==> src/rtl/stk_pkg.sv <==
package stk_pkg;

    typedef enum logic [1:0] {
        ST_EMPTY   = 2'd0,
        ST_PARTIAL = 2'd1,
        ST_FULL    = 2'd2
    } stk_state_e;

    typedef enum logic [1:0] {
        OP_NONE = 2'd0,
        OP_PUSH = 2'd1,
        OP_POP  = 2'd2,
        OP_SWAP = 2'd3
    } stk_op_e;

endpackage

==> src/rtl/stk_ctrl.sv <==
module stk_ctrl
    import stk_pkg::*;
#(
    parameter int DEPTH = 33,
    parameter int LVL_W = $clog2(DEPTH + 1)
) (
    input  logic             clk,
    input  logic             rst_n,
    input  logic             push,
    input  logic             pop,
    output stk_state_e       state,
    output logic [LVL_W-1:0] level,
    output logic             wr_en,
    output logic [LVL_W-1:0] wr_addr,
    output logic             overflow,
    output logic             underflow
);

    localparam logic [LVL_W-1:0] DEPTH_L = LVL_W'(DEPTH);
    localparam logic [LVL_W-1:0] ONE_L   = LVL_W'(1);
    localparam logic [LVL_W-1:0] ZERO_L  = '0;

    stk_op_e          op;
    stk_state_e       state_nxt;
    logic [LVL_W-1:0] level_nxt;
    logic             ovf_set;
    logic             udf_set;

    always_comb begin
        op = stk_op_e'({pop, push});
    end

    // next level, write strobe and error events per state
    always_comb begin
        level_nxt = level;
        wr_en     = 1'b0;
        wr_addr   = level;
        ovf_set   = 1'b0;
        udf_set   = 1'b0;
        unique case (state)
            ST_EMPTY: begin
                unique case (op)
                    OP_PUSH: begin
                        wr_en     = 1'b1;
                        wr_addr   = ZERO_L;
                        level_nxt = ONE_L;
                    end
                    OP_SWAP: begin
                        wr_en     = 1'b1;
                        wr_addr   = ZERO_L;
                        level_nxt = ONE_L;
                        udf_set   = 1'b1;
                    end
                    OP_POP:  udf_set = 1'b1;
                    default: ;
                endcase
            end
            ST_PARTIAL: begin
                unique case (op)
                    OP_PUSH: begin
                        wr_en     = 1'b1;
                        wr_addr   = level;
                        level_nxt = level + 1'b1;
                    end
                    OP_POP:  level_nxt = level - 1'b1;
                    OP_SWAP: begin
                        wr_en   = 1'b1;
                        wr_addr = level - 1'b1;
                    end
                    default: ;
                endcase
            end
            ST_FULL: begin
                unique case (op)
                    OP_PUSH: ovf_set = 1'b1;
                    OP_POP:  level_nxt = level - 1'b1;
                    OP_SWAP: begin
                        wr_en   = 1'b1;
                        wr_addr = level - 1'b1;
                    end
                    default: ;
                endcase
            end
            default: ;
        endcase
    end

    // state follows the occupancy the cycle produces
    always_comb begin
        if (level_nxt == ZERO_L) begin
            state_nxt = ST_EMPTY;
        end else if (level_nxt == DEPTH_L) begin
            state_nxt = ST_FULL;
        end else begin
            state_nxt = ST_PARTIAL;
        end
    end

    always_ff @(posedge clk or negedge rst_n) begin
        if (!rst_n) begin
            state <= ST_EMPTY;
        end else begin
            state <= state_nxt;
        end
    end

    always_ff @(posedge clk or negedge rst_n) begin
        if (!rst_n) begin
            level     <= ZERO_L;
            overflow  <= 1'b0;
            underflow <= 1'b0;
        end else begin
            level     <= level_nxt;
            overflow  <= overflow | ovf_set;
            underflow <= underflow | udf_set;
        end
    end

    AST_PUSH_GROWS: assert property (@(posedge clk) disable iff (!rst_n)
        (push && !pop && level != DEPTH_L) |=> level == $past(level) + 1'b1);
    AST_POP_SHRINKS: assert property (@(posedge clk) disable iff (!rst_n)
        (pop && !push && level != ZERO_L) |=> level == $past(level) - 1'b1);
    AST_SWAP_HOLDS: assert property (@(posedge clk) disable iff (!rst_n)
        (push && pop && level != ZERO_L) |=> $stable(level));
    AST_NO_OVERFLOW: assert property (@(posedge clk) disable iff (!rst_n)
        (push && !pop && level == DEPTH_L) |=> ($stable(level) && overflow));
    AST_OVF_STICKY: assert property (@(posedge clk) disable iff (!rst_n)
        overflow |=> overflow);
    AST_NO_UNDERFLOW: assert property (@(posedge clk) disable iff (!rst_n)
        (pop && !push && level == ZERO_L) |=> (level == ZERO_L && underflow));
    AST_UDF_STICKY: assert property (@(posedge clk) disable iff (!rst_n)
        underflow |=> underflow);
    AST_LEVEL_RANGE: assert property (@(posedge clk) disable iff (!rst_n)
        level <= DEPTH_L);
    AST_EMPTY_SWAP: assert property (@(posedge clk) disable iff (!rst_n)
        (push && pop && level == ZERO_L) |=> (level == ONE_L && underflow));
    AST_IDLE_HOLDS: assert property (@(posedge clk) disable iff (!rst_n)
        (!push && !pop) |=> $stable(level));

endmodule

==> src/rtl/stk_mem.sv <==
module stk_mem #(
    parameter int DEPTH = 33,
    parameter int WIDTH = 16,
    parameter int LVL_W = $clog2(DEPTH + 1)
) (
    input  logic             clk,
    input  logic             wr_en,
    input  logic [LVL_W-1:0] wr_addr,
    input  logic [WIDTH-1:0] wr_data,
    input  logic [LVL_W-1:0] rd_level,
    output logic [WIDTH-1:0] rd_data
);

    logic [WIDTH-1:0] entry [DEPTH];
    logic [LVL_W-1:0] rd_idx;

    for (genvar g = 0; g < DEPTH; g++) begin : g_entry
        always_ff @(posedge clk) begin
            if (wr_en && wr_addr == LVL_W'(g)) begin
                entry[g] <= wr_data;
            end
        end
    end

    always_comb begin
        rd_idx = rd_level - 1'b1;
        if (rd_level == '0) begin
            rd_data = '0;
        end else begin
            rd_data = entry[rd_idx];
        end
    end

endmodule

==> src/rtl/stk_watermark.sv <==
module stk_watermark #(
    parameter int LVL_W     = 6,
    parameter int LOW_MARK  = 3,
    parameter int HIGH_MARK = 28
) (
    input  logic [LVL_W-1:0] level,
    output logic             irq
);

    localparam logic [LVL_W-1:0] LOW_L  = LVL_W'(LOW_MARK);
    localparam logic [LVL_W-1:0] HIGH_L = LVL_W'(HIGH_MARK);

    always_comb begin
        irq = (level < LOW_L) || (level > HIGH_L);
    end

endmodule

==> src/rtl/hw_ret_stack.sv <==
module hw_ret_stack
    import stk_pkg::*;
#(
    parameter int DEPTH     = 33,
    parameter int WIDTH     = 16,
    parameter int LOW_MARK  = 3,
    parameter int HIGH_MARK = 28
) (
    input  logic                         clk,
    input  logic                         rst_n,
    input  logic                         push_en,
    input  logic                         pop_en,
    input  logic [WIDTH-1:0]             push_data,
    output logic [WIDTH-1:0]             top_data,
    output logic [$clog2(DEPTH+1)-1:0]   level,
    output logic                         empty,
    output logic                         full,
    output logic                         level_irq,
    output logic                         overflow,
    output logic                         underflow
);

    localparam int LVL_W = $clog2(DEPTH + 1);
    localparam logic [LVL_W-1:0] DEPTH_L = LVL_W'(DEPTH);

    stk_state_e       state;
    logic             wr_en;
    logic [LVL_W-1:0] wr_addr;

    stk_ctrl #(.DEPTH(DEPTH), .LVL_W(LVL_W)) u_ctrl (
        .clk       (clk),
        .rst_n     (rst_n),
        .push      (push_en),
        .pop       (pop_en),
        .state     (state),
        .level     (level),
        .wr_en     (wr_en),
        .wr_addr   (wr_addr),
        .overflow  (overflow),
        .underflow (underflow)
    );

    stk_mem #(.DEPTH(DEPTH), .WIDTH(WIDTH), .LVL_W(LVL_W)) u_mem (
        .clk      (clk),
        .wr_en    (wr_en),
        .wr_addr  (wr_addr),
        .wr_data  (push_data),
        .rd_level (level),
        .rd_data  (top_data)
    );

    stk_watermark #(.LVL_W(LVL_W), .LOW_MARK(LOW_MARK), .HIGH_MARK(HIGH_MARK)) u_mark (
        .level (level),
        .irq   (level_irq)
    );

    always_comb begin
        empty = (state == ST_EMPTY);
        full  = (state == ST_FULL);
    end

    AST_EMPTY_LEVEL: assert property (@(posedge clk) disable iff (!rst_n)
        empty == (level == '0));
    AST_FULL_LEVEL: assert property (@(posedge clk) disable iff (!rst_n)
        full == (level == DEPTH_L));
    AST_EMPTY_TOP_ZERO: assert property (@(posedge clk) disable iff (!rst_n)
        empty |-> top_data == '0);
    AST_FULL_TOP_KEPT: assert property (@(posedge clk) disable iff (!rst_n)
        (full && push_en && !pop_en) |=> $stable(top_data));

endmodule

==> config.mk <==
export PLATFORM = sky130hd
export DESIGN_NAME = hw_ret_stack
export DESIGN_NICKNAME = d
export VERILOG_FILES = /design/src/rtl/stk_pkg.sv /design/src/rtl/stk_ctrl.sv /design/src/rtl/stk_mem.sv /design/src/rtl/stk_watermark.sv /design/src/rtl/hw_ret_stack.sv
export SDC_FILE = /design/constraint.sdc
export NUM_CORES = 1
export LEC_CHECK = 0
export BUFFER_PORTS_ARGS = -buffer_cell sky130_fd_sc_hd__buf_2
export CAP_MARGIN = 5
export CORE_MARGIN = 4
export CORE_UTILIZATION = 60
export DETAILED_ROUTE_END_ITERATION = 8
export HOLD_SLACK_MARGIN = 0.06
export PLACE_DENSITY = 0.77
export SLEW_MARGIN = 10
export SYNTH_ARGS = -nofsm -noshare
export SYNTH_HDL_FRONTEND = slang
export SYNTH_SLANG_ARGS = --single-unit
==> constraint.sdc <==
create_clock -name clk -period 5 [get_ports clk]
set_input_delay 0.25 -clock clk [delete_from_list [all_inputs] [get_ports clk]]
set_output_delay 0.25 -clock clk [all_outputs]
set_load 0.1 [all_outputs]
# Yosys cells after proc, flatten, opt, wreduce, memory -nomap -nowiden
# Memories as Yosys holds them, arrays and structs flattened.
# Cells that the tools add are included.
dict set report word_totals {
  regBits 10
  ramBits 528
  input_bits 20
  elab_cells 302
  mem_count 1
}
dict set report classes {
  addsub 2
  n_lt_le_gt_ge 2
  eq_ne 38
  muxes 179
  bitwise_logic 2
  n_reduce_logical 74
}
# name words width rd rd_ports_with_merged_regs write_ports line_no
set memory_table {}
lappend memory_table {u_mem.entry 33 16 1 0 1 stk_mem.sv:14} ;# logic [WIDTH-1:0] entry [DEPTH];
# cell count
set op_table {}
lappend op_table {{16-bit 2-to-1 mux} 33}
lappend op_table {{16-bit OR reduction} 32}
lappend op_table {{6-bit 2-to-1 mux} 36}
lappend op_table {{1-bit 2-to-1 mux} 104}
lappend op_table {{6-bit by 5-bit equality test with 1-bit output (second input constant)} 16}
lappend op_table {{6-bit by 4-bit equality test with 1-bit output (second input constant)} 8}
lappend op_table {{1-bit logical AND} 33}
lappend op_table {{6-bit by 3-bit equality test with 1-bit output (second input constant)} 4}
lappend op_table {{6-bit case mux with 2 select lines} 2}
lappend op_table {{6-bit zero test} 3}
lappend op_table {{6-bit case mux with 3 select lines} 1}
lappend op_table {{6-bit by 2-bit equality test with 1-bit output (second input constant)} 2}
lappend op_table {{6-bit equality test (second input constant)} 2}
lappend op_table {{2-bit OR reduction} 4}
lappend op_table {{6-bit by 1-bit adder with 6-bit output (second input constant)} 1}
lappend op_table {{2-bit equality test (second input constant)} 3}
lappend op_table {{6-bit by 1-bit equality test with 1-bit output (second input constant)} 1}
lappend op_table {{6-bit by 5-bit > comparator with 1-bit output (second input constant)} 1}
lappend op_table {{6-bit by 2-bit less-than comparator with 1-bit output (second input constant)} 1}
lappend op_table {{6-bit by 1-bit subtractor with 6-bit output (second input constant)} 1}
lappend op_table {{2-bit by 1-bit equality test with 1-bit output (second input constant)} 2}
lappend op_table {{2-bit 2-to-1 mux} 2}
lappend op_table {{2-bit zero test} 1}
lappend op_table {{1-bit bitwise OR} 2}
lappend op_table {{other kinds (2)} 2}

# Longest topological paths before layout
# Gate-level depths: netlist of run 1.
dict set report depth {
  word_depth 41
  ltp_mapped 13
}

# Hierarchy
# From an unflattened synthesis of run 1, not the netlist that was laid out.
dict set report unflattened {
  hier_cells 1079
  hier_area_um2 21907.3
}
# module n_inst cells_per_inst area_each_um2 seq_area_each_um2
set modules_own_cells {}
lappend modules_own_cells {stk_mem 1 921 20694.8 15855.2}
lappend modules_own_cells {stk_ctrl 1 153 1168.6 250.2}
lappend modules_own_cells {stk_watermark 1 3 26.3 0.0}
lappend modules_own_cells {hw_ret_stack 1 2 17.5 0.0}

# Worst setup path before layout of run 1
# OpenSTA, ideal clock, no wires.
dict set report synth_path {
  path_type {reg2out}
  startpoint {reg u_ctrl.level[0]}
  endpoint {out top_data[4]}
  arrival_time_ns 5.077
  slack_ns -0.327
  stages_incl_launch_ff 12
  n_path_buf 4
  cell_sequence {dfrtp_1 buf_6 buf_4 inv_1 ha_1 buf_2 buf_1 mux4_2 mux2i_1 o22ai_1 a221oi_2 a211oi_1}
}
dict set report synth_between {
  elab_chain_cells 3
  elab_cells_between_ends 4
}
# element line_no
set synth_lines {}
lappend synth_lines {{from (decl)} stk_ctrl.sv:12} ;# output logic [LVL_W-1:0] level,
lappend synth_lines {{from (signal assigned)} stk_ctrl.sv:113} ;# level <= level_nxt;
lappend synth_lines {{6-bit by 1-bit subtractor with 6-bit output} stk_mem.sv:26} ;# rd_idx = rd_level - 1'b1;
lappend synth_lines {{memory 33 x 16 bit} n/a}
lappend synth_lines {{16-bit 2-to-1 mux (*)} stk_mem.sv:27} ;# if (rd_level == '0) begin
lappend synth_lines {{to (decl)} hw_ret_stack.sv:14} ;# output logic [WIDTH-1:0] top_data,
# Every way passes the cells marked *; elsewhere a longest branch is shown, timed or not.

# Worst setup path after layout of run 1
dict set report layout_path {
  startpoint {reg u_ctrl.level[0]}
  endpoint {out top_data[14]}
}
# The elaborated chain is that of the path after synthesis.

==> results of run 1 <==
## placed cells by master, fill, tap and decap left out, types with 3 or more instances in the layout
master	instances
sky130_fd_sc_hd__a211oi_2	15
sky130_fd_sc_hd__a21boi_0	4
sky130_fd_sc_hd__a21oi_1	15
sky130_fd_sc_hd__a221oi_1	11
sky130_fd_sc_hd__a221oi_2	6
sky130_fd_sc_hd__a31oi_1	3
sky130_fd_sc_hd__a32o_1	3
sky130_fd_sc_hd__buf_12	3
sky130_fd_sc_hd__buf_2	46
sky130_fd_sc_hd__buf_4	44
sky130_fd_sc_hd__bufinv_16	4
sky130_fd_sc_hd__clkbuf_1	16
sky130_fd_sc_hd__clkbuf_16	53
sky130_fd_sc_hd__clkinv_1	9
sky130_fd_sc_hd__clkinv_2	10
sky130_fd_sc_hd__dfrtp_1	9
sky130_fd_sc_hd__edfxtp_1	528
sky130_fd_sc_hd__ha_1	10
sky130_fd_sc_hd__inv_1	18
sky130_fd_sc_hd__mux2i_1	38
sky130_fd_sc_hd__mux4_2	120
sky130_fd_sc_hd__nand2_1	132
sky130_fd_sc_hd__nand2b_1	10
sky130_fd_sc_hd__nand3_1	13
sky130_fd_sc_hd__nand3b_1	3
sky130_fd_sc_hd__nor2_1	45
sky130_fd_sc_hd__nor2b_1	6
sky130_fd_sc_hd__nor3_1	6
sky130_fd_sc_hd__nor3_2	18
sky130_fd_sc_hd__nor3b_1	3
sky130_fd_sc_hd__o21a_1	3
sky130_fd_sc_hd__o21ai_0	18
sky130_fd_sc_hd__o21ai_1	3
sky130_fd_sc_hd__o22ai_1	17
sky130_fd_sc_hd__o31ai_1	3
sky130_fd_sc_hd__xnor2_1	4
## layout make-up
type	count	area, um^2
diodes	1	2.502
clock inverters	27	236.5
repair buffers	96	651.9
flip-flops and latches	538	16110
inverters	18	67.56
multi-input cells	564	5669
clock buffers	69	1386
well taps	468	585.6
fillers	2317	11810
## per-layer routing
layer | global-route usage [%] | vias up | share of wire, %
met5 | 0 | - | 0
met4 | 8.126 | 0 | 3.4
met3 | 4.767 | 90 | 8.4
met2 | 38.42 | 568 | 47
met1 | 38.40 | 6135 | 41
li1 | - | 4947 | -
## what timing repair did
action,4_1_cts,5_1_grt
resized for setup,0,1
endpoints found under the setup margin,0,1
hold endpoints to repair,10,0
hold buffers,2,0
## cell families after synthesis
family,after synthesis,synth area share [%]
simple gates,258,5.431
mux,158,13.94
fa+ha+maj,11,0.6223
compound gates,130,4.379
xor+xnor,7,0.4470
buf+inv,87,2.359
flops,538,72.82
## Yosys cell counts (all sizes together), types with 3 or more instances
master	number
a211oi	17
a21boi	6
a21oi	16
a221oi	17
a31oi	4
a32o	3
and2	3
buf	55
clkbuf	14
dfrtp	10
edfxtp	528
ha	11
inv	18
mux2i	38
mux4	120
nand2	132
nand2b	10
nand3	13
nand3b	3
nor2	46
nor2b	7
nor3	25
nor3b	6
o21a	3
o21ai	21
o22ai	18
o31ai	3
or3	3
xnor2	5
## flip-flops by register name, summed over array words and instances, names as in the netlist
signal            cells
u_ctrl.state          2
u_mem.entry         528
u_ctrl.level          6
u_ctrl.overflow       1
u_ctrl.underflow      1
## worst max-delay path by stage
stage | startpoint | to | slack, ns | depth (start not counted)
floorplan | u_ctrl.level[2] | top_data[14] | 0.34 | 7
global placement | u_ctrl.level[0] | top_data[5] | 0.81 | 8
detailed placement | u_ctrl.level[0] | top_data[5] | 0.79 | 8
CTS | u_ctrl.level[0] | top_data[5] | 0.16 | 8
global route | u_ctrl.level[0] | top_data[14] | 0.08 | 10
finish | u_ctrl.level[0] | top_data[14] | 0.28 | 10
## worst max-delay path: stages, from the launching register on
cell and delay [ns]:
sky130_fd_sc_hd__dfrtp_4 0.48, sky130_fd_sc_hd__inv_1 0.25, sky130_fd_sc_hd__ha_1 0.65, sky130_fd_sc_hd__xor2_4 0.53
sky130_fd_sc_hd__buf_4 0.43, sky130_fd_sc_hd__nand2_1 0.11, sky130_fd_sc_hd__a32o_1 0.26, sky130_fd_sc_hd__o21ai_0 0.19
sky130_fd_sc_hd__o21ai_0 0.12, sky130_fd_sc_hd__o32ai_1 0.33, sky130_fd_sc_hd__buf_2 0.53
## per-stage QoR
step,setup slack [ns],utilization (%),hold slack (ns),cell area (um^2),std cells
floorplan,0.3390,-,-0.04559,22190,1189
finish,0.2774,67.65,0.1768,24710,1781
CTS,0.1616,67.64,0.1402,24700,1780
global route,0.08469,67.65,0.1760,24710,1780
detailed placement,0.7919,63.14,0.1327,23060,1682
global placement,0.8085,63.14,0.1298,23060,1682
==> results.tsv, run 1 <==
metric	value	unit
Cells on Worst Hold Path	1	
Die Wd	200.0	um
all-layer global routing usage	25.35	%
drt drc	0	
largest net degree at the start of global routing	85	
status	completed	
global-route wire length before repair	74.66	mm
Die Footprint	40000	um^2
Pre-antenna DRT Iters	5	
post-route antenna net violation count	0	
capture point of the worst reg-to-reg path	u_mem.entry[19][14]	
top cells by area in the synthesized netlist	sky130_fd_sc_hd__edfxtp_1 (72%), sky130_fd_sc_hd__mux4_2 (12%), sky130_fd_sc_hd__nand2_1 (2.2%)	
fraction of synthesized cell area taken by the top area cell type	71.69	%
boundary pin count	47	
max-slew violation count	0	
crit share post-route	94.45	%
gpl congestion	0.8905	
CTS HTree Levels	2	
end point of the worst hold path	u_mem.entry[30][14]	
overflow left after global routing	0	
clock transition at the register clock pins on the worst setup and hold paths after CTS	0.06	ns
Final TNS setup	0	ns
post-CTS setup buffers	0	
DRT iter0 DRCs	1607	
die span in y	200.0	um
TritonCTS Buffers	52	
number of vias per cell after detailed routing	6.592	
Syn. warnings	0	
startpoint-to-endpoint class of the critical path	reg -> out	
worst reg2reg setup slack	1.06	ns
primary flip-flop cell chosen by synthesis mapping	sky130_fd_sc_hd__edfxtp_1	
count of state elements after synthesis	538	
critical path startpoint category	register	
signed area change from the synthesized netlist to the final layout	11.72	%
floorplan row count	70	
number of antenna violations at the first check in global routing	1	
initial cell density of the core	60.55	%
DR vias	11740	
length in cells of the worst reg-to-reg path	9	
gate count after technology mapping	1189	
clock tree sinks	538	
Worst Max-Slew Pin Slew	1.125	ns
via count of the first global-routing pass	11539	
final critical delay including setup and external delays	4.723	ns
Worst Hold Class	in -> reg	
deepest clock path buffer count	3	
syn nets	1220	
count of flip-flops with a built-in enable after synthesis	528	
TritonCTS clock tree	yes	
data arrival at the endpoint of the critical path	4.47	ns
worst hold path startpoint	push_data[14]	
cell taking the most area after synthesis	sky130_fd_sc_hd__edfxtp_1	
placed wire-length estimate after detailed placement	28.87	mm
fin nets	1301	
final setup skew	0.01572	ns
post-synthesis instance area	22120	um^2
Final Hold Fails	0	
max-capacitance violation count	0	
DR WL/cell	27.73	um
largest driver fanout on the critical path	25	
I/O Buffers	46	
setup repair after global routing missed its margin	false	
launching point of the worst reg2reg path	u_ctrl.level[0]	
Fmax achieved	211.7	MHz
Worst EP required	4.75	ns
library cells used by synthesis	72	
total wire length after detailed routing	49.39	mm
master cell of the clock root buffer	sky130_fd_sc_hd__clkbuf_16	
Core Footprint	36520	um^2
ratio of cells with drive above 1 in the final layout	26.30	%
share of synthesized registers carrying an async set or reset	1.859	%
per-instance average area after synthesis	18.60	um^2
kind of capture point of the worst setup path	output port	
sequential share of the synthesized area	72.82	%
final setup fails	0	
worst-skew pair later-pin latency	0.59	ns
normalized max-slew margin	24.64	%
Power of run 1 is left out: the tool's default activity adds up to more than one toggle a clock period on the data nets, which glitch-free logic cannot reach.
==> inputs of run 2 (changes only) <==
--- a/config.mk
+++ b/config.mk
@@ -6,12 +6,11 @@
 export NUM_CORES = 1
 export LEC_CHECK = 0
 export BUFFER_PORTS_ARGS = -buffer_cell sky130_fd_sc_hd__buf_2
-export CAP_MARGIN = 5
 export CORE_MARGIN = 4
-export CORE_UTILIZATION = 60
+export CORE_UTILIZATION = 56
 export DETAILED_ROUTE_END_ITERATION = 8
 export HOLD_SLACK_MARGIN = 0.06
-export PLACE_DENSITY = 0.77
+export PLACE_DENSITY = 0.75
 export SLEW_MARGIN = 10
 export SYNTH_ARGS = -nofsm -noshare
 export SYNTH_HDL_FRONTEND = slang
==> constraint.sdc (replaced) <==
create_clock -name clk -period 4.09 [get_ports clk]
set_input_delay 0.2045 -clock clk [delete_from_list [all_inputs] [get_ports clk]]
set_output_delay 0.2045 -clock clk [all_outputs]
set_load 0.1 [all_outputs]
==> results.tsv, run 2 (synthesis results as in run 1) <==
metric	value	unit
status	completed	
largest register by flop count	u_mem.entry	
DR vias	11738	
startpoint-to-endpoint class of the critical path	reg -> out	
drt drc	0	
Worst Hold Class	in -> reg	
count of fill cells added during filler insertion	2516	
number of placed instances, taps included	1740	
deepest clock path buffer count	3	
max-capacitance violation count	0	
fin nets	1311	
normalized max-slew margin	29.17	%
TritonCTS clock tree	yes	
global-route wire length before repair	76.17	mm
final setup skew	0.01515	ns
kind of capture point of the worst setup path	output port	
most common library cell in the layout ignoring fill and taps	sky130_fd_sc_hd__edfxtp_1	
gpl congestion	0.9394	
Final Hold Fails	0	
overflow left after global routing	0	
fraction of the core area covered by cells at the end of the flow	65.00	%
Die Wd	206.7	um
master cell of the clock root buffer	sky130_fd_sc_hd__clkbuf_16	
TritonCTS Buffers	50	
total wire length after detailed routing	50.92	mm
worst reg2reg setup slack	0.73	ns
final setup fails	0	
ratio of cells with drive above 1 in the final layout	27.95	%
non-filler instance count after layout	1838	
data arrival at the endpoint of the critical path	3.71	ns
largest driver fanout on the critical path	16	
initial cell density of the core	56.96	%
Fmax achieved	255.4	MHz
floorplan row count	72	
commonest cells after routing, fill and taps aside	sky130_fd_sc_hd__edfxtp_1 (528), sky130_fd_sc_hd__nand2_1 (131), sky130_fd_sc_hd__mux4_2 (120)	
via count of the first global-routing pass	11743	
crit share post-route	95.75	%
critical path startpoint category	register	
antenna fix cells	0	
number of antenna violations at the first check in global routing	1	
boundary pin count	47	
DR WL/cell	27.71	um
max-slew violation count	0	
number of vias per cell after detailed routing	6.386	
all-layer global routing usage	24.17	%
clock transition at the register clock pins on the worst setup and hold paths after CTS	0.07	ns
placed wire-length estimate after detailed placement	29.36	mm
Core Footprint	38830	um^2
Worst Max-Slew Pin Slew	1.058	ns
Worst EP required	3.89	ns
die span in y	206.7	um
post-route antenna net violation count	0	
final critical delay including setup and external delays	3.916	ns
setup repair after global routing missed its margin	false	
largest registers ranked by flip-flop count	u_mem.entry x528, u_ctrl.level x6, u_ctrl.state x2	
Die Footprint	42740	um^2
I/O Buffers	46	
CTS HTree Levels	2	
clock tree sinks	538	
DRT iter0 DRCs	1418	
largest net degree at the start of global routing	61	
worst-skew pair later-pin latency	0.58	ns
signed area change from the synthesized netlist to the final layout	14.12	%
Pre-antenna DRT Iters	5	
flip-flop count of the largest register after layout	528	
[run 2: final cells by class]
cell class	instances	area, um^2	area share [%]
Sequential cell	538	16110	63.83
Clock inverter	27	299.0	1.185
Timing Repair Buffer	108	950.9	3.768
Multi-Input combinational cell	564	5806	23.00
Clock buffer	65	1359	5.384
Inverter	18	67.56	0.2677
Tap cell	518	648.1	2.568
[run 2: timing repair]
| item | in CTS | in global routing |
|---|---|---|
| resized for setup | 0 | 4 |
| endpoints found under the setup margin | 0 | 11 |
| endpoints found under the hold margin | 10 | 0 |
| hold buffers | 2 | 0 |
| buffers inserted | 0 | 3 |
[run 2: worst paths after layout]
kind                       depth (start not counted)             from                  end
setup / recovery                                   6  u_ctrl.level[2]          top_data[6]
hold / removal                                     1    push_data[14]  u_mem.entry[29][14]
setup reg to reg                                   7  u_ctrl.state[0]   u_mem.entry[32][8]
hold reg to reg                                    1  u_ctrl.overflow      u_ctrl.overflow
max in group asynchronous                          3            rst_n      u_ctrl.level[0]
min in group asynchronous                          3            rst_n      u_ctrl.overflow
[run 2: through the flow]
| step | area (um^2) | TNS [ns] | setup WS [ns] | hold slack [ns] |
|---|---|---|---|---|
| 4_1_cts | 25160 | 0 | 0.02879 | 0.1314 |
| 3_5_place_dp | 23480 | 0 | 0.6494 | 0.1024 |
| 3_3_place_gp | 23480 | 0 | 0.6982 | 0.09373 |
| 6_report | 25240 | 0 | 0.1739 | 0.1501 |
| 2_1_floorplan | 22330 | -32.65 | -0.2319 | -0.09109 |
| 5_1_grt | 25240 | 0 | 0.01205 | 0.1592 |
[run 2: per-layer routing]
| layer | vias to the layer above | track usage [%] | share of wire (%) |
|---|---|---|---|
| met3 | 105 | 4.140 | 7.9 |
| met2 | 578 | 38.72 | 49 |
| met4 | 2 | 7.200 | 3.2 |
| met1 | 6093 | 35.03 | 40 |
| li1 | 4960 | - | - |
| met5 | - | 0 | 0.031 |
[run 2: worst max-delay path, cell delays in order, from the launching register on]
cell                       delay (ns)
sky130_fd_sc_hd__dfrtp_1         0.84
sky130_fd_sc_hd__buf_4           0.29
sky130_fd_sc_hd__nand2_1         0.07
sky130_fd_sc_hd__o211ai_2        0.79
sky130_fd_sc_hd__a221oi_1        0.30
sky130_fd_sc_hd__a211oi_4        0.36
sky130_fd_sc_hd__buf_2           0.48
Power of run 2 is left out for the same reason.
==> inputs of run 3 (changes only) <==
--- a/config.mk
+++ b/config.mk
@@ -5,12 +5,14 @@
 export SDC_FILE = /design/constraint.sdc
 export NUM_CORES = 1
 export LEC_CHECK = 0
+export ABC_AREA = 1
 export BUFFER_PORTS_ARGS = -buffer_cell sky130_fd_sc_hd__buf_2
 export CORE_MARGIN = 4
 export CORE_UTILIZATION = 56
 export DETAILED_ROUTE_END_ITERATION = 8
 export HOLD_SLACK_MARGIN = 0.06
 export PLACE_DENSITY = 0.75
+export REMOVE_ABC_BUFFERS = 1
 export SLEW_MARGIN = 10
 export SYNTH_ARGS = -nofsm -noshare
 export SYNTH_HDL_FRONTEND = slang
==> results.tsv, run 3 <==
metric	value	unit
status	completed	
critical path startpoint category	register	
global-route wire length before repair	86.41	mm
total length of routed met3 wires	5.159	mm
clock tree sinks	538	
main combinational cell family by area after synthesis	simple AND/OR/NAND/NOR gates	
overflow left after global routing	0	
antenna fix cells	0	
gpl congestion	0.9450	
normalized max-slew margin	45.40	%
per-instance average area after synthesis	11.90	um^2
cell taking the most area after synthesis	sky130_fd_sc_hd__edfxtp_1	
ratio of cells with drive above 1 in the final layout	10.86	%
Cells on Worst Hold Path	1	
post-route antenna net violation count	0	
final non-filler cell area	25150	um^2
most common library cell in the layout ignoring fill and taps	sky130_fd_sc_hd__edfxtp_1	
I/O Buffers	46	
non-filler instance count after layout	2487	
gate count after technology mapping	1887	
number of buffer and inverter instances along the worst setup path	5	
library cells used by synthesis	33	
end point of the worst hold path	u_mem.entry[29][9]	
worst reg2reg setup slack	0.76	ns
all-layer global routing usage	25.73	%
drt drc	0	
Pre-antenna DRT Iters	5	
setup repair after global routing missed its margin	false	
via count of the first global-routing pass	14685	
share of synthesized registers carrying an async set or reset	1.859	%
synthesized-area fraction occupied by xor and xnor cells	0.07245	%
Post-DP Area	23400	um^2
met2 routed WL	27.47	mm
largest registers ranked by flip-flop count	u_mem.entry x528, u_ctrl.level x6, u_ctrl.state x2	
Worst EP required	3.89	ns
capture point of the worst reg-to-reg path	u_mem.entry[15][8]	
flip-flop and latch area	16110	um^2
placed wire-length estimate after detailed placement	31.64	mm
final critical-path setup slack	0.1678	ns
clock transition at the register clock pins on the worst setup and hold paths after CTS	0.06	ns
final setup skew	0.02828	ns
total wire length after detailed routing	56.99	mm
multiplexer fraction of the synthesized cell area	0	%
worst slack after detailed placement	0.5656	ns
length in cells of the worst reg-to-reg path	11	
data arrival at the endpoint of the critical path	3.72	ns
TritonCTS clock tree	yes	
initial cell density of the core	56.64	%
primary flip-flop cell chosen by synthesis mapping	sky130_fd_sc_hd__edfxtp_1	
Syn. warnings	0	
CTS HTree Levels	2	
Core Footprint	39640	um^2
Fmax achieved	255.0	MHz
TritonCTS Buffers	53	
post-synthesis share of cell area spent on and, or, nand and nor gates	16.26	%
most frequent CP cell	sky130_fd_sc_hd__nand3_1	
number of placed instances, taps included	2390	
top cells by area in the synthesized netlist	sky130_fd_sc_hd__edfxtp_1 (71%), sky130_fd_sc_hd__nand2_1 (7.6%), sky130_fd_sc_hd__nand3_1 (5.9%)	
master cell of the clock root buffer	sky130_fd_sc_hd__clkbuf_16	
largest driver fanout on the critical path	42	
flip-flop count of the largest register after layout	528	
fraction of synthesized cell area taken by the top area cell type	70.62	%
synthesized-area fraction occupied by ao, oa, aoi and oai cells	7.936	%
Die Footprint	43360	um^2
count of fill cells added during filler insertion	2939	
final setup fails	0	
Worst Max-Slew Pin Slew	0.8178	ns
crit share post-route	95.90	%
worst hold path startpoint	push_data[9]	
Final Hold Fails	0	
Die Wd	208.2	um
fin nets	1955	
max-capacitance violation count	0	
largest register by flop count	u_mem.entry	
maximum single-stage delay on the critical path	0.61	ns
arithmetic-cell share of the synthesized area counting full adders, half adders and majority gates	0.6130	%
multi-input gate area in the final layout	5610	um^2
boundary pin count	47	
largest net degree at the start of global routing	136	
DRT iter0 DRCs	2072	
dominant delay contributor by cell family on the critical path	buffers and inverters	
most frequent cell after synthesis	sky130_fd_sc_hd__edfxtp_1	
die span in y	208.2	um
count of flip-flops with a built-in enable after synthesis	528	
final critical delay including setup and external delays	3.922	ns
cell chain of the critical path	inv_8, ha_1, xor2_4, inv_2, buf_4, nand3_1, nand3_1, nand3_1, nand3_1, nand3_1, inv_1, buf_12	
max-slew violation count	0	
routed length on met1	22.46	mm
DR vias	15139	
deepest clock path buffer count	3	
floorplan row count	73	
standard cell with the maximum stage delay on the critical path	sky130_fd_sc_hd__inv_2	
Worst Hold Class	in -> reg	
worst-skew pair later-pin latency	0.60	ns
launching point of the worst reg2reg path	u_ctrl.level[0]	
number of vias per cell after detailed routing	6.087	
sequential share of the synthesized area	71.73	%
post-synthesis instance area	22450	um^2
highest routing layer actually used	met4	
startpoint-to-endpoint class of the critical path	reg -> out	
most instantiated cells after synthesis	sky130_fd_sc_hd__edfxtp_1 (528), sky130_fd_sc_hd__nand2_1 (452), sky130_fd_sc_hd__nand3_1 (266)	
count of state elements after synthesis	538	
signed area change from the synthesized netlist to the final layout	12.03	%
commonest cells after routing, fill and taps aside	sky130_fd_sc_hd__edfxtp_1 (528), sky130_fd_sc_hd__nand2_1 (452), sky130_fd_sc_hd__nand3_1 (266)	
number of antenna violations at the first check in global routing	0	
DR WL/cell	22.92	um
kind of capture point of the worst setup path	output port	
==> run 3: changes by cell type in the layout (fill, tap and decap cells not counted), moves of 25 or more <==
| cell | delta |
|---|---|
| sky130_fd_sc_hd__nand2_1 | +321 |
| sky130_fd_sc_hd__nand3_1 | +253 |
| sky130_fd_sc_hd__a21oi_1 | +150 |
| sky130_fd_sc_hd__mux4_2 | -120 |
| sky130_fd_sc_hd__a22oi_1 | +74 |
| sky130_fd_sc_hd__nor2_1 | +68 |
| sky130_fd_sc_hd__mux2i_1 | -38 |
| sky130_fd_sc_hd__inv_1 | +27 |
| sky130_fd_sc_hd__o21ai_0 | +25 |
==> run 3: how the worst max path moves through the flow <==
stage | startpoint | to | slack (ns) | depth (start not counted)
after floorplan | u_ctrl.level[0] | top_data[14] | -12.31 | 10
after global placement | u_ctrl.level[0] | top_data[14] | 0.66 | 11
after detailed placement | u_ctrl.level[0] | top_data[5] | 0.57 | 11
after CTS | u_ctrl.level[0] | top_data[14] | 0.03 | 11
after global routing | u_ctrl.level[0] | top_data[12] | 0.0005 | 12
final | u_ctrl.level[0] | top_data[7] | 0.17 | 12
==> run 3: metal layers <==
metal / vias up / global-route usage (%)
li1: 6844 / -
met1: 7364 / 35.81
met2: 806 / 41.59
met3: 125 / 4.162
met4: 0 / 9.468
met5: - / 0
==> run 3: what timing repair did <==
action                     CTS  global route
setup buffers                0             0
hold buffers                 2             0
hold endpoints to repair    10             0
setup endpoints to repair    2            16
gates resized for setup      1            11
cloned                       1             1
==> run 3: final cells by class <==
class | count | area share (%)
clock buffers | 69 | 5.681
flip-flops and latches | 538 | 64.05
well taps | 525 | 2.612
clock inverters | 24 | 0.7810
multi-input cells | 1173 | 22.31
inverters | 57 | 0.9153
repair buffers | 101 | 3.656
==> run 3: logic make-up (layout without fill, tap and decap cells) <==
| kind of cell | Yosys count | after routing |
|---|---|---|
| simple gates | 855 | 855 |
| flops | 538 | 538 |
| compound gates | 306 | 306 |
| fa+ha+maj | 11 | 11 |
| xor+xnor | 1 | 1 |
| buf+inv | 176 | 251 |
==> run 3: metrics by stage <==
| stage | setup TNS [ns] | util (%) | hold WS (ns) |
|---|---|---|---|
| after CTS | 0 | 63.29 | 0.1363 |
| after global routing | 0 | 63.45 | 0.1762 |
| after global placement | 0 | 59.03 | 0.07416 |
| after floorplan | -5954.72 | - | -0.09109 |
| after detailed placement | 0 | 59.03 | 0.08310 |
| final | 0 | 63.45 | 0.1694 |
Power of run 3 is left out for the same reason.
